--- src/rtl/ext_irq_sense.sv ---
module ext_irq_sense #(
  parameter int NSRC     = 6,
  parameter int AW       = 2,
  parameter int ADDR_EN  = 0,
  parameter int ADDR_ST  = 1,
  parameter int ADDR_MLO = 2,
  parameter int ADDR_MHI = 3
) (
  input  logic            clk,
  input  logic            rst_n,
  input  logic [NSRC-1:0] pin_i,
  input  logic            bus_sel,
  input  logic            bus_wr,
  input  logic [AW-1:0]   bus_addr,
  input  logic [7:0]      bus_wdata,
  output logic [7:0]      bus_rdata,
  input  logic [NSRC-1:0] ack_cpu_i,
  input  logic [NSRC-1:0] dtc_ack_i,
  input  logic            dtc_keep_i,
  output logic [NSRC-1:0] irq_o
);
  localparam int MW  = 2 * NSRC;
  localparam int HIW = MW - 8;

  logic [NSRC-1:0] en_q, flag_q, seen_q, s1_q, s2_q, prev_q;
  logic [MW-1:0]   mode_q;
  logic [NSRC-1:0] set_cond, edge_mode, clr_sw, clr_ack, clr_dtc, flag_d, seen_d;

  wire rd_st  = bus_sel & ~bus_wr & (bus_addr == AW'(ADDR_ST));
  wire wr_en  = bus_sel &  bus_wr & (bus_addr == AW'(ADDR_EN));
  wire wr_st  = bus_sel &  bus_wr & (bus_addr == AW'(ADDR_ST));
  wire wr_mlo = bus_sel &  bus_wr & (bus_addr == AW'(ADDR_MLO));
  wire wr_mhi = bus_sel &  bus_wr & (bus_addr == AW'(ADDR_MHI));

  for (genvar n = 0; n < NSRC; n++) begin : g_src
    wire fall = prev_q[n] & ~s2_q[n];
    wire rise = ~prev_q[n] & s2_q[n];
    always_comb begin
      unique case (mode_q[2*n +: 2])
        2'b00:   set_cond[n] = ~s2_q[n];
        2'b01:   set_cond[n] = fall;
        2'b10:   set_cond[n] = rise;
        default: set_cond[n] = fall | rise;
      endcase
    end
    assign edge_mode[n] = |mode_q[2*n +: 2];
  end

  assign clr_sw  = {NSRC{wr_st}} & ~bus_wdata[NSRC-1:0] & seen_q;
  assign clr_ack = ack_cpu_i & (edge_mode | s2_q);
  assign clr_dtc = dtc_ack_i & {NSRC{~dtc_keep_i}};
  assign flag_d  = set_cond | (flag_q & ~(clr_sw | clr_ack | clr_dtc));
  assign seen_d  = (seen_q | ({NSRC{rd_st}} & flag_q)) & flag_d;
  assign irq_o   = flag_q & en_q;

  always_ff @(posedge clk or negedge rst_n) begin
    if (!rst_n) begin
      s1_q   <= '1;
      s2_q   <= '1;
      prev_q <= '1;
      en_q   <= '0;
      flag_q <= '0;
      seen_q <= '0;
      mode_q <= '0;
    end else begin
      s1_q   <= pin_i;
      s2_q   <= s1_q;
      prev_q <= s2_q;
      flag_q <= flag_d;
      seen_q <= seen_d;
      if (wr_en)  en_q <= bus_wdata[NSRC-1:0];
      if (wr_mlo) mode_q[7:0] <= bus_wdata;
      if (wr_mhi) mode_q[MW-1:8] <= bus_wdata[HIW-1:0];
    end
  end

  always_comb begin
    bus_rdata = '0;
    if (bus_sel && !bus_wr) begin
      if (bus_addr == AW'(ADDR_EN))       bus_rdata = {{(8-NSRC){1'b0}}, en_q};
      else if (bus_addr == AW'(ADDR_ST))  bus_rdata = {{(8-NSRC){1'b0}}, flag_q};
      else if (bus_addr == AW'(ADDR_MLO)) bus_rdata = mode_q[7:0];
      else if (bus_addr == AW'(ADDR_MHI)) bus_rdata = {{(8-HIW){1'b0}}, mode_q[MW-1:8]};
    end
  end

  AST_FLAG_HAS_CAUSE: assert property (@(posedge clk) disable iff (!rst_n)
    ((flag_q & ~$past(flag_q) & ~$past(set_cond)) == '0));
  AST_SW_CLEAR_NEEDS_READ: assert property (@(posedge clk) disable iff (!rst_n)
    (($past(flag_q) & ~flag_q & ~$past(ack_cpu_i | dtc_ack_i)
      & ~$past(seen_q & {NSRC{wr_st}} & ~bus_wdata[NSRC-1:0])) == '0));
  AST_EDGE_ACK_CLEARS: assert property (@(posedge clk) disable iff (!rst_n)
    (($past(ack_cpu_i & edge_mode & ~set_cond) & flag_q) == '0));
  AST_LEVEL_ACK_HOLDS: assert property (@(posedge clk) disable iff (!rst_n)
    (($past(ack_cpu_i & ~edge_mode & ~s2_q & flag_q) & ~flag_q) == '0));
  AST_DTC_KEEP_HOLDS: assert property (@(posedge clk) disable iff (!rst_n)
    (($past(dtc_ack_i & {NSRC{dtc_keep_i}} & ~ack_cpu_i & ~clr_sw & flag_q) & ~flag_q) == '0));
  AST_SET_WINS: assert property (@(posedge clk) disable iff (!rst_n)
    (($past(set_cond) & ~flag_q) == '0));
endmodule

--- config.mk ---
export PLATFORM = sky130hd
export DESIGN_NAME = ext_irq_sense
export DESIGN_NICKNAME = d
export VERILOG_FILES = /design/src/rtl/ext_irq_sense.sv
export SDC_FILE = /design/constraint.sdc
export NUM_CORES = 1
export LEC_CHECK = 0
export BUFFER_PORTS_ARGS = -buffer_cell sky130_fd_sc_hd__buf_2
export CAP_MARGIN = 20
export CORE_UTILIZATION = 49
export CTS_CLUSTER_DIAMETER = 100
export DETAILED_ROUTE_END_ITERATION = 6
export MAX_ROUTING_LAYER = met4
export PLACE_DENSITY_LB_ADDON = 0.05
export SYNTH_ARGS = -nofsm -noshare
export SYNTH_HDL_FRONTEND = slang
export SYNTH_SLANG_ARGS = --single-unit
--- constraint.sdc ---
create_clock -name clk -period 1.45 [get_ports clk]
set_input_delay 0.29 -clock clk [delete_from_list [all_inputs] [get_ports clk]]
set_output_delay 0.29 -clock clk [all_outputs]
set_load 0.005 [all_outputs]
# == Yosys cells after proc, flatten, opt, wreduce, memory -nomap -nowiden ==
# Cells that the tools add are included.
# op_classes
eq_ne,15
n_mux,11
n_bitwise,54
n_reduce_logical,15
# ops
op,n
bitwise AND 6 bit,8
two-way mux 8 bit,4
bitwise OR 6 bit,5
bitwise AND 1 bit,19
case mux 1 bit (3 select lines),6
equality test 2 bit (second input constant),8
equality test 2 x 1 -> 1 bit (second input constant),7
zero test 2 bit,7
NOT 1 bit,14
NOT 6 bit,2
OR reduction 2 bit,6
bitwise OR 1 bit,6
two-way mux 4 bit,1
logical AND 1 bit,1
zero test 1 bit,1
# word_totals
ff_bits,48
in_bits,33
out_inout_bits,14
elab_cells,103

# == Longest topological paths before layout ==
# depth
ltp_word,10
mapped_depth,5

# == Worst setup path before layout ==
# Ideal clock, no wire load.
# synth_path
path_type,reg2reg
start,reg s2_q[0]
end,reg seen_q[0]
arrival_ns,1.419
required_ns,1.373
setup_slack_ns,-0.046
stages_incl_launch_ff,5
path_buffers,0
path_cell_list,dfstp_2 -> inv_1 -> ha_1 -> mux4_2 -> a21oi_1
# synth_via
elab_chain_len,8
word_cells_on_any_way,13
classes_between,1 x mux; 12 x bitwise
# synth_rtl
item,line,rtl
start: declaration,25,"logic [NSRC-1:0] en_q, flag_q, seen_q, s1_q, s2_q, prev_q;"
start signal: assignment,67,s2_q <= s1_q;
bitwise OR 6 bit,50,assign clr_ack = ack_cpu_i & (edge_mode | s2_q);
bitwise AND 6 bit,50,
bitwise OR 6 bit (2 in series),52,assign flag_d = set_cond | (flag_q & ~(clr_sw | clr_ack | clr_dtc));
NOT 6 bit,52,
bitwise AND 6 bit,52,
bitwise OR 6 bit *,52,
bitwise AND 6 bit *,53,assign seen_d = (seen_q | ({NSRC{rd_st}} & flag_q)) & flag_d;
net seen_d[0],27,"logic [NSRC-1:0] set_cond, edge_mode, clr_sw, clr_ack, clr_dtc, flag_d, seen_d;"
end signal: assignment,70,seen_q <= seen_d;
end: declaration,25,
# Mark *: on every way through the listed nets, which the timed path passes. The rest lies on a longest branch.
# A chain may end at the register's enable or synchronous reset.

# == Worst setup path in the final report ==
# layout_path
start,reg mode_q[9]
end,out bus_rdata[1]
# layout_via
elab_chain_len,5
# layout_rtl
item,line,rtl
start: declaration,26,logic [MW-1:0] mode_q;
start signal: indexed assignment,73,if (wr_mhi) mode_q[MW-1:8] <= bus_wdata[HIW-1:0];
two-way mux 4 bit,83,"else if (bus_addr == AW'(ADDR_MHI)) bus_rdata = {{(8-HIW){1'b0}}, mode_q[MW-1:8]};"
two-way mux 8 bit,82,else if (bus_addr == AW'(ADDR_MLO)) bus_rdata = mode_q[7:0];
two-way mux 8 bit,81,"else if (bus_addr == AW'(ADDR_ST)) bus_rdata = {{(8-NSRC){1'b0}}, flag_q};"
two-way mux 8 bit,80,"if (bus_addr == AW'(ADDR_EN)) bus_rdata = {{(8-NSRC){1'b0}}, en_q};"
two-way mux 8 bit,79,if (bus_sel && !bus_wr) begin
end: declaration,16,"output logic [7:0] bus_rdata,"
# Every way passes these cells.

==> metrics.md <==
| Metric | Value |
|---|---|
| Worst flop-to-flop path startpoint | `s2_q[3]$_DFF_PN1_` |
| Crit-path max cell delay | `0.48 ns` |
| RR Endpoint | `seen_q[3]$_DFF_PN0_` |
| CP required | `1.16 ns` |
| Comb power frac | `0.283` |
| Synth top area cells | `dfrtp_1, dfstp_2, mux2_2, mux4_2, ha_1` |
| Worst R2R Path Depth | `4` |
| Vert. Die Dim | `71.5 um` |
| H-tree depth | `2` |
| Fin cells | `326` |
| Critical path, cell by cell | `mux4_2, and2_4, buf_6` |
| Clk root buf | `clkbuf_8` |
| Rows | `24` |
| Max Slew Vio Count | `0` |
| Share of the synthesized area in the top cell type | `0.317` |
| Worst skew pair latency | `0.30 ns` |
| Vias in the first global route | `1856` |
| Sequential share of power | `0.483` |
| Placer Congestion | `0.792` |
| Int Power | `2.54 mW` |
| TritonCTS clock tree | `yes` |
| Placed Cells | `307` |
| Initial antenna violation count | `0` |
| ANT cells | `0` |
| Largest net degree at the start of global routing | `49` |
| Startpoint Class | `flip-flop` |
| Levels on crit path | `3` |
| Die W | `71.5 um` |
| Crit path kind | `flip-flop to output pin` |
| Top-Level Pins | `47` |
| Tmin final | `1.72 ns` |
| Final hold vios | `0` |
| Antenna-violating nets left | `0` |
| Routed len/inst | `16.0 um` |
| Relative slew slack | `0.766` |
| Register area share after synthesis | `0.517` |
| P_sw | `0.969 mW` |
| Worst hold path class | `input pin to flip-flop` |
| Final Skew | `0.00878 ns` |
| Sw Ratio | `0.276` |
| DRC violations left | `0` |
| FMAX | `583 MHz` |
| Synth Instances | `187` |
| Setup WS pre-CTS | `-0.202 ns` |
| Min-Delay Endpoint | `s1_q[5]$_DFF_PN1_` |
| First-pass GRT wire length | `8990 um` |
| Final core area utilization | `0.694` |
| CP Max Fanout | `2` |
| Clock tree buffer depth | `2` |
| Yosys warnings | `0` |
| Tot Pwr | `3.51 mW` |
| R2r setup slk | `-0.10 ns` |
| Cell variety after synth | `29` |
| Core ar. | `0.00450 mm2` |
| Delay-heaviest family, CP | `multiplexers` |
| Avg Vias per Cell | `5.31` |
| Slowest cell on crit path | `mux4_2` |
| Synth area leader | `dfrtp_1` |
| Pleak | `1.49 nW` |
| IO buf count | `46` |
| Final Cycle Share | `1.18` |
| Number of DRC markers in iteration 0 | `95` |
| Vias | `1730` |
| Status | `finished with violations` |
| CP Capture Type | `output pin` |
| Clock slew at reported path FFs | `0.09 ns` |
| Share of cells above drive strength 1 | `0.591` |
| Seq cells post-synth | `48` |
| Max Cap Violations | `0` |
| Hold Path Stages | `1` |
| Arrival @ worst endpoint | `1.43 ns` |
| DRT Wirelength | `5230 um` |
| GRT Total Usage | `0.244` |
| Cts bufs inserted | `5` |
| Crit path buf inv count | `1` |
| Grt total ovfl | `0` |
| Initial Util | `0.526` |
| # nets final | `318` |
| RSZ-0062 raised after global routing | `true` |
| # clock sinks | `48` |
| Post-Syn Area | `0.00237 mm2` |
| Failing checks | `negative setup slack` |
| Worst Tran Pin Value | `0.351 ns` |
| VDD IR-drop max | `0.605 mV` |
| Mapped Avg Cell Area | `12.7 um2` |
| Final setup fails | `12` |
| Die area | `0.00512 mm2` |
| Cell Pwr Density | `1120 mW/mm2` |
| Setup WS post-layout | `-0.265 ns` |
| Synthesized Nets | `232` |
| Area Growth Syn to Fin | `32.1%` |
| Clock share of power | `0.234` |
| Initial DRT Pass Iterations | `4` |
| Detailed Place HPWL | `3750 um` |
| Hold Crit Start | `pin_i[5]` |
metrics by stage:
step | instance area, um2 | hold WS (ns) | TNS [ns]
final | 3130 | 0.0798 | -1.40
after global routing | 3130 | 0.0621 | -2.18
after CTS | 3110 | 0.0714 | -1.48
after detailed placement | 2890 | 0.289 | -2.03
after global placement | 2890 | 0.290 | -1.91
after floorplan | 2430 | -0.00559 | 0
worst max path at each step:
stage | startpoint | endpoint | slack, ns
floorplan | s2_q[0]$_DFF_PN1_ | seen_q[0]$_DFF_PN0_ | 0.005
global placement | bus_addr[0] | bus_rdata[1] | -0.22
detailed placement | bus_addr[0] | bus_rdata[0] | -0.20
CTS | mode_q[9]$_DFFE_PN0P_ | bus_rdata[1] | -0.27
global route | mode_q[9]$_DFFE_PN0P_ | bus_rdata[1] | -0.30
finish | mode_q[9]$_DFFE_PN0P_ | bus_rdata[1] | -0.27
registers in the layout (all words and copies together) (netlist names):
name	count
en_q	6
flag_q	6
mode_q	12
prev_q	6
s1_q	6
s2_q	6
seen_q	6
kinds of logic (layout without fill, tap and decap cells):
family / count (synthesis) / in the layout / share of synthesized area
flip-flops: 48 / 48 / 0.517
multiplexers: 29 / 29 / 0.180
AO/OA/AOI/OAI: 23 / 23 / 0.0618
AND/OR/NAND/NOR: 45 / 45 / 0.124
adder cells (fa/ha/maj): 12 / 12 / 0.0634
buffers and inverters: 30 / 117 / 0.0549
cells in the final DEF (no fill, tap or decap), types with 2 or more instances in the layout:
| cell type | count |
|---|---|
| a21oi_2 | 7 |
| and2_1 | 8 |
| nand2_1 | 8 |
| and3_1 | 2 |
| dfstp_2 | 18 |
| or2_4 | 2 |
| o2111ai_1 | 6 |
| mux2i_1 | 2 |
| buf_4 | 33 |
| buf_6 | 2 |
| nand2b_1 | 11 |
| buf_2 | 43 |
| clkbuf_8 | 6 |
| clkinv_2 | 2 |
| inv_2 | 6 |
| and2_4 | 2 |
| o211ai_1 | 2 |
| ha_4 | 5 |
| a21oi_1 | 6 |
| ha_1 | 7 |
| dfrtp_1 | 30 |
| mux4_2 | 9 |
| mux2_2 | 18 |
| inv_1 | 22 |
repair_timing:
item,CTS,global route
hold endpoints to repair,30,0
pin swaps,10,2
setup endpoints to repair,11,20
buffers inserted,8,2
hold buffers,1,0
resized for setup,13,4
Yosys cell counts, drive strengths merged:
master   instances
dfrtp           30
o211ai           2
o31ai            1
mux4             9
or2b             3
a31oi            1
or2              2
dfstp           18
nand2            9
and3             2
o2111ai          6
clkbuf           1
and4bb           1
nand4b           1
and2b            1
nor2b            1
mux2i            2
nor3             1
buf              1
a21oi           13
inv             28
nand2b          11
mux2            18
nand3            2
and2            10
nand4            1
ha              12
power by group through the flow:
stage / sequential, mW / clock [mW] / combinational [mW]
after floorplan: 1.71 / 0 / 0.444
after global placement: 1.71 / 0 / 0.804
after detailed placement: 1.73 / 0 / 0.833
after CTS: 1.69 / 0.838 / 0.970
after global routing: 1.72 / 0.897 / 1.10
final: 1.69 / 0.822 / 0.994
layout make-up:
cell class              instances  area (um2)
flip-flops and latches         48        1220
well taps                      52        65.1
clock buffers                   6        82.6
clock inverters                 2        10.0
inverters                      28         105
multi-input cells             109        1120
repair buffers                 81         523
fillers                       326        1380
routing by layer:
layer / share of wire / GRT usage / vias up
li1: - / - / 818
met1: 0.44 / 0.322 / 853
met2: 0.49 / 0.387 / 50
met3: 0.051 / 0.0478 / 9
met4: 0.017 / 0.0719 / 0
met5: 0 / - / -
Power figures use the tool's default switching activity.
